$ cat config.mk
export PLATFORM = sky130hd
export DESIGN_NAME = ovl_remap_top
export DESIGN_NICKNAME = d
export VERILOG_FILES = /design/src/rtl/ovl_pkg.sv /design/src/rtl/ovl_ctrl_reg.sv /design/src/rtl/ovl_addr_decode.sv /design/src/rtl/ovl_prot_gate.sv /design/src/rtl/ovl_remap_top.sv
export SDC_FILE = /design/constraint.sdc
export NUM_CORES = 1
export LEC_CHECK = 0
export BUFFER_PORTS_ARGS = -buffer_cell sky130_fd_sc_hd__clkbuf_2
export CORE_AREA = 10 10 57 59
export DETAILED_ROUTE_END_ITERATION = 7
export DIE_AREA = 0 0 67 69
export PLACE_DENSITY = 0.88
export SYNTH_ARGS = -nofsm -noshare
export SYNTH_HDL_FRONTEND = slang
export SYNTH_SLANG_ARGS = --single-unit
export TNS_END_PERCENT = 10
$ cat constraint.sdc
create_clock -name clk -period 1.7 [get_ports clk]
set_clock_uncertainty 0.2 [all_clocks]
set_input_delay 0.085 -clock clk [delete_from_list [all_inputs] [get_ports clk]]
set_output_delay 0.085 -clock clk [all_outputs]
set_load 0.005 [all_outputs]
$ cat src/rtl/ovl_pkg.sv
package ovl_pkg;
    localparam int ADDR_W      = 24;
    localparam int WIN_W       = 10;
    localparam int NUM_BLK     = 4;
    localparam int SEL_W       = 3;
    localparam int REG_W       = 8;
    localparam int FLASH_BYTES = 32'h0002_0000;
    localparam int RAM_BASE    = 32'h00FF_E000;
    localparam int RAM_BYTES   = 32'h0000_0FC0;
    localparam int EN_POS      = 3;

    typedef struct packed {
        logic             en;
        logic [SEL_W-1:0] sel;
    } ovl_cfg_t;

    typedef enum logic [1:0] {
        TGT_NONE  = 2'd0,
        TGT_FLASH = 2'd1,
        TGT_RAM   = 2'd2,
        TGT_OVL   = 2'd3
    } ovl_tgt_e;
endpackage

$ cat src/rtl/ovl_ctrl_reg.sv
module ovl_ctrl_reg
    import ovl_pkg::*;
#(
    parameter int NBLK = NUM_BLK,
    localparam int BLK_W = $clog2(NBLK)
) (
    input  logic             clk,
    input  logic             rst,
    input  logic             wr_en,
    input  logic [REG_W-1:0] wr_data,
    output logic [REG_W-1:0] rd_data,
    output logic             en,
    output logic [BLK_W-1:0] tgt_blk
);
    ovl_cfg_t cfg_q;

    always_ff @(posedge clk) begin
        if (rst) begin
            cfg_q <= '0;
        end else if (wr_en) begin
            cfg_q.en  <= wr_data[EN_POS];
            cfg_q.sel <= wr_data[SEL_W-1:0];
        end
    end

    always_comb begin
        rd_data                = '0;
        rd_data[EN_POS]        = cfg_q.en;
        rd_data[SEL_W-1:0]     = cfg_q.sel;
    end

    assign en = cfg_q.en;

    // out-of-range selects fall back to block 0
    always_comb begin
        if ({1'b0, cfg_q.sel} < (SEL_W+1)'(NBLK))
            tgt_blk = cfg_q.sel[BLK_W-1:0];
        else
            tgt_blk = '0;
    end
endmodule

$ cat src/rtl/ovl_addr_decode.sv
module ovl_addr_decode
    import ovl_pkg::*;
#(
    parameter int AW    = ADDR_W,
    parameter int WW    = WIN_W,
    parameter int NBLK  = NUM_BLK,
    parameter int FL_SZ = FLASH_BYTES,
    parameter int RM_LO = RAM_BASE,
    parameter int RM_SZ = RAM_BYTES,
    localparam int BLK_W = $clog2(NBLK)
) (
    input  logic             valid,
    input  logic [AW-1:0]    addr,
    input  logic             en,
    input  logic [BLK_W-1:0] tgt_blk,
    output logic             flash_sel,
    output logic             ram_sel,
    output logic             hit,
    output logic [AW-1:0]    mem_addr,
    output logic [WW-1:0]    offset
);
    localparam logic [AW-1:0] FLASH_LIM = AW'(FL_SZ);
    localparam logic [AW-1:0] RAM_START = AW'(RM_LO);
    localparam logic [AW-1:0] RAM_LIM   = AW'(RM_LO + RM_SZ);

    logic [NBLK-1:0] blk_match;
    logic            in_flash;
    logic            in_ram;
    ovl_tgt_e        tgt;

    for (genvar k = 0; k < NBLK; k++) begin : g_blk
        assign blk_match[k] = (addr[AW-1:WW] == (AW-WW)'(k));
    end

    assign in_flash = (addr < FLASH_LIM);
    assign in_ram   = (addr >= RAM_START) && (addr < RAM_LIM);

    always_comb begin
        if (!valid)                    tgt = TGT_NONE;
        else if (en && blk_match[tgt_blk]) tgt = TGT_OVL;
        else if (in_ram)               tgt = TGT_RAM;
        else if (in_flash)             tgt = TGT_FLASH;
        else                           tgt = TGT_NONE;
    end

    assign flash_sel = (tgt == TGT_FLASH);
    assign ram_sel   = (tgt == TGT_RAM) || (tgt == TGT_OVL);
    assign hit       = (tgt == TGT_OVL);
    assign offset    = addr[WW-1:0];
    assign mem_addr  = (tgt == TGT_OVL) ? {RAM_START[AW-1:WW], addr[WW-1:0]} : addr;
endmodule

$ cat src/rtl/ovl_prot_gate.sv
module ovl_prot_gate (
    input  logic en,
    input  logic pgm_bit,
    input  logic ers_bit,
    output logic pgm_mode,
    output logic ers_mode
);
    assign pgm_mode = pgm_bit & ~en;
    assign ers_mode = ers_bit & ~en;
endmodule

$ cat src/rtl/ovl_remap_top.sv
module ovl_remap_top
    import ovl_pkg::*;
#(
    parameter int NBLK  = NUM_BLK,
    parameter int FL_SZ = FLASH_BYTES,
    parameter int RM_LO = RAM_BASE,
    parameter int RM_SZ = RAM_BYTES
) (
    input  logic              clk,
    input  logic              rst,
    input  logic              reg_wr_en,
    input  logic [REG_W-1:0]  reg_wr_data,
    output logic [REG_W-1:0]  reg_rd_data,
    input  logic              bus_valid,
    input  logic [ADDR_W-1:0] bus_addr,
    output logic              flash_sel,
    output logic              ram_sel,
    output logic              overlay_hit,
    output logic [ADDR_W-1:0] mem_addr,
    output logic [WIN_W-1:0]  win_offset,
    input  logic              pgm_bit,
    input  logic              ers_bit,
    output logic              pgm_mode,
    output logic              ers_mode
);
    localparam int BLK_W = $clog2(NBLK);

    logic             en;
    logic [BLK_W-1:0] tgt_blk;

    ovl_ctrl_reg #(.NBLK(NBLK)) u_reg (
        .clk     (clk),
        .rst     (rst),
        .wr_en   (reg_wr_en),
        .wr_data (reg_wr_data),
        .rd_data (reg_rd_data),
        .en      (en),
        .tgt_blk (tgt_blk)
    );

    ovl_addr_decode #(
        .AW(ADDR_W), .WW(WIN_W), .NBLK(NBLK),
        .FL_SZ(FL_SZ), .RM_LO(RM_LO), .RM_SZ(RM_SZ)
    ) u_dec (
        .valid     (bus_valid),
        .addr      (bus_addr),
        .en        (en),
        .tgt_blk   (tgt_blk),
        .flash_sel (flash_sel),
        .ram_sel   (ram_sel),
        .hit       (overlay_hit),
        .mem_addr  (mem_addr),
        .offset    (win_offset)
    );

    ovl_prot_gate u_gate (
        .en       (en),
        .pgm_bit  (pgm_bit),
        .ers_bit  (ers_bit),
        .pgm_mode (pgm_mode),
        .ers_mode (ers_mode)
    );
endmodule

# Yosys cells after proc, flatten, opt, wreduce, memory -nomap -nowiden
# Cells that the tools add are included.
[word_totals]
word_cells = 28
regBits = 4
[op_classes]
bitwise_logic = 3
n_reduce_logical = 4
mux = 8
n_lt_le_gt_ge = 5
eq_ne = 6
[ops]
columns = ["cell", "count"]
rows = [
  ["$eq A14 B2 Y1 const B", 2],
  ["$ge A24 B24 Y1 const B", 1],
  ["$lt A24 B18 Y1 const B", 1],
  ["$lt A24 B24 Y1 const B", 1],
  ["$mux W24", 1],
  ["$eq A14 B1 Y1 const B", 1],
  ["$logic_not A14 Y1", 1],
  ["$mux W2", 4],
  ["$eq A2 B2 Y1 const B", 2],
  ["$lt A2 B3 Y1 const B", 1],
  ["$lt A3 B3 Y1 const B", 1],
  ["$and A1 B1 Y1", 2],
  ["$bmux W1 S2", 1],
  ["$eq A2 B1 Y1 const B", 1],
  ["$logic_and A1 B1 Y1", 2],
  ["$mux W1", 2],
  ["$logic_or A1 B1 Y1", 1],
  ["$not A1 Y1", 1],
]

# Depth between registers and ports, before layout
[depth]
ltp_word = 9
mapped_depth = 5
ltp_nobuf = 4

# Modules after synthesis
# Synthesis repeated with hierarchy kept, for this count alone.
[hier_totals]
hier_cells = 77
hier_area_um2 = 643.1
[by_module_without_submodules]
columns = ["module", "instances", "cells_each", "area_each_um2", "seq_area_each_um2"]
rows = [
  ["ovl_addr_decode", 1, 54, 436.7, 0.0],
  ["ovl_ctrl_reg", 1, 21, 193.9, 80.1],
  ["ovl_prot_gate", 1, 2, 12.5, 0.0],
]

# Worst setup path after synthesis
# OpenSTA, ideal clock, no wires.
[synth_path]
kind = "reg2out"
from = "register u_reg.cfg_q, in the netlist u_reg.rd_data[2]"
to = "output mem_addr[13]"
arrival_time_ns = 1.241
required_time_ns = 1.415
setup_slack_ns = 0.174
path_stages_with_launch = 6
path_cell_list = "dfxtp_1 > o21bai_1 > a22oi_2 > a211oi_2 > buf_6 > or2_2"
[synth_between]
elab_chain_cells = 9
[synth_lines]
columns = ["item", "line_no", "source"]
rows = [
  ["start: declaration", "ovl_ctrl_reg.sv:15", "ovl_cfg_t cfg_q;"],
  ["$lt A3 B3 Y1", "ovl_ctrl_reg.sv:36", "if ({1'b0, cfg_q.sel} < (SEL_W+1)'(NBLK))"],
  ["$mux W2", "ovl_ctrl_reg.sv:36", ""],
  ["$bmux W1 S2", "ovl_addr_decode.sv:40", "else if (en && blk_match[tgt_blk]) tgt = TGT_OVL;"],
  ["$mux W1 (not written as such)", "ovl_addr_decode.sv:40", ""],
  ["$logic_and A1 B1 Y1", "ovl_addr_decode.sv:40", ""],
  ["$mux W2", "ovl_addr_decode.sv:40", ""],
  ["$mux W2", "ovl_addr_decode.sv:39", "if (!valid) tgt = TGT_NONE;"],
  ["$eq A2 B2 Y1", "ovl_addr_decode.sv:50", "assign mem_addr = (tgt == TGT_OVL) ? {RAM_START[AW-1:WW], addr[WW-1:0]} : addr;"],
  ["$mux W24", "ovl_addr_decode.sv:50", ""],
  ["end: declaration", "ovl_remap_top.sv:19", "output logic [ADDR_W-1:0] mem_addr,"],
]
# Every way passes these cells. The select of a mux whose other input is x is not followed.

# Final worst setup path
[layout_path]
from = "register u_reg.cfg_q, in the netlist u_reg.rd_data[2]"
to = "output mem_addr[16]"
# Same word-level chain as after synthesis.

==> metrics <==
status=complete, but fails checks; failing checks=setup timing; overflow left after global routing=0; initial core utilization=28.60%; P_leak=0.4907 nW; critical path class=reg -> out; worst hold path class=in -> reg; worst slack, placed=0.002058 ns; Num CTS Buffers=3; Critical Path AT=1.65 ns; io pins=85; Post-CTS Setup Repair Bufs=0; Power Dens Cells=424.5 nW/um2; pin count of the biggest net entering global routing=12; Synth Area in Adders=0%; Post-route DRC=0; # rows=17; most area-consuming cells after synthesis=buf_4 (31%), dfxtp_1 (13%), or2_2 (9.2%); Worst-path clk slew=0.04 ns; combinational share of power=42.5%; CTS tree=yes; worst skew pair latency=0.23 ns; wirelength, routed=2.448 mm; FF+latch count, synth=4; area grow syn2layout=50.10%; Int Pwr=0.2740 mW; most frequent cells in the layout=clkbuf_2 (58), dlygate4sd3_1 (11), or2_2 (9); fin. max-slew vios=0; top cell type's share of synthesized area=30.55%; Critical Path Source Type=flop; Fin Hold WS=0.006293 ns; simple-gate area share of the yosys netlist=35.44%; count of input and output buffers=58; switching share of power=30.00%; NumNets Final=171; CTS root buf=clkbuf_4; Clk pwr share=29.8%; Total GRT Usage=9.389%; Crit. End Element=primary output; Final Hold Vio Count=0; complex-gate fraction of the synthesized area=9.369%; DIE AREA=4623 um2; Vias=719; RSZ-0062 raised after global routing=true; Final setup viols=14; multiplexer area fraction after synthesis=6.517%; Synth Cell Area=614.3 um2; main combinational cell family by area after synthesis=simple AND/OR/NAND/NOR gates; worst setup margin=-0.2308 ns; crit path time final=1.931 ns; final period utilization=113.6%; Iter 0 DRT Violations=39; Die X=67 um; layout cells sized above 1=62.60%; Final Non-Filler Cells=160; Core Area=2148 um2; sequential power share=27.8%; wire length per cell=15.30 um; Post-Synth XOR/XNOR Area=1.426%; vias per inst=4.494; FMAX=0.5179 GHz; commonest non-fill, non-tap cell in the layout=clkbuf_2; TritonRoute pass-1 iters=4; deepest clock path buffer count=2; Antenna Violating Nets Remaining=0; dpl hpwl=1.923 mm; Sinks on Clock Net=4; warnings from Yosys=0; H-tree depth=1; GP Congestion=0.7826; mean area per synthesized cell=7.679 um2; Critical Path RT=1.41 ns; leading area contributor after synthesis=buf_4; critical path fanouts, max=11; antenna violations before repair=1; Gate Count Post-Synth=80; max_cap viols=0; placed cells=145; global-route wire length before repair=3.525 mm; DIE HEIGHT=69 um; synth unique cells=26; vias in the first global route=790; Max VDD drop=0.2415 mV; Sw Pwr=0.1174 mW; setup_tns=-2.732 ns; Seq/Total Area, Yosys=13.03%
[layout make-up]
type | count | area [um2]
Multi-Input combinational cell | 51 | 347.8
Timing Repair Buffer | 73 | 430.4
Fill cell | 227 | 1226
Clock buffer | 3 | 22.52
Tap cell | 28 | 35.03
Antenna cell | 1 | 2.502
Sequential cell | 4 | 83.83
[power by group through the flow]
stage / Sequential [mW] / Combinational (mW) / Clock (mW)
finish: 0.109 / 0.166 / 0.117
global route: 0.110 / 0.184 / 0.127
CTS: 0.108 / 0.164 / 0.121
detailed placement: 0.108 / 0.138 / 0
global placement: 0.108 / 0.136 / 0
floorplan: 0.108 / 0.0942 / 0
[metal layers]
metal	global-route usage (%)	part of all wire, %	up-vias
li1	-	-	348
met4	3.394	1.4	0
met3	5.153	18	2
met1	7.407	33	311
met2	17.99	48	58
met5	0	0	-
[critical path, stage by stage (launching register included)]
cell	delay [ns]
dfxtp_2	0.33
o21bai_1	0.17
a22oi_2	0.24
a211oi_2	0.11
buf_4	0.17
or2_2	0.27
clkbuf_2	0.12
[synth_stat cells]
cell type / count
mux2i_1: 4
a211oi_2: 1
buf_6: 1
a22oi_2: 1
o21bai_1: 2
dfxtp_1: 4
clkbuf_1: 2
and2b_2: 2
nand3b_1: 1
or2_2: 9
nand4_1: 3
and4b_1: 1
o21ai_0: 1
nor2b_1: 2
nor2_1: 7
a21oi_1: 1
nand4b_1: 1
buf_4: 25
nor4b_2: 1
nor4_1: 2
or2_1: 2
xnor2_1: 1
conb_1: 1
nand2_1: 3
a211oi_1: 1
nor4b_1: 1
[state kept, by name, indices dropped and copies added (netlist names)]
register	count
u_reg.en	1
u_reg.rd_data	3
[logic make-up after synthesis]
logic type,after synthesis
DFF,4
and+or+nand+nor,35
buffers and inverters,28
AOI/OAI and AO/OA,7
other,1
xor gates and xnor gates,1
muxes,4
[path summary, 6_finish.rpt]
check	startpoint	endpoint	slack (ns)	cells past startpoint
worst max-delay path	u_reg.rd_data[2]	mem_addr[16]	-0.23	6
worst min-delay path	reg_wr_en	u_reg.en	0.006	3
worst max register to register	u_reg.rd_data[1]	u_reg.rd_data[1]	0.15	4
worst min register to register	u_reg.en	u_reg.en	0.38	2
[timing repair]
item | CTS | global route
resized for setup | 3 | 1
hold endpoints to repair | 16 | 0
endpoints found under the setup margin | 15 | 15
pin swaps | 1 | 0
hold buffers | 11 | 0
[per-stage QoR]
step	utilization, %	cell area, um2	total power [mW]
detailed placement	36.05	774.5	0.2461
floorplan	-	625.6	0.2021
CTS	42.40	910.9	0.3925
global placement	36.05	774.5	0.2442
global route	42.92	922.1	0.4215
finish	42.92	922.1	0.3915
(Power assumes the default switching activity.)
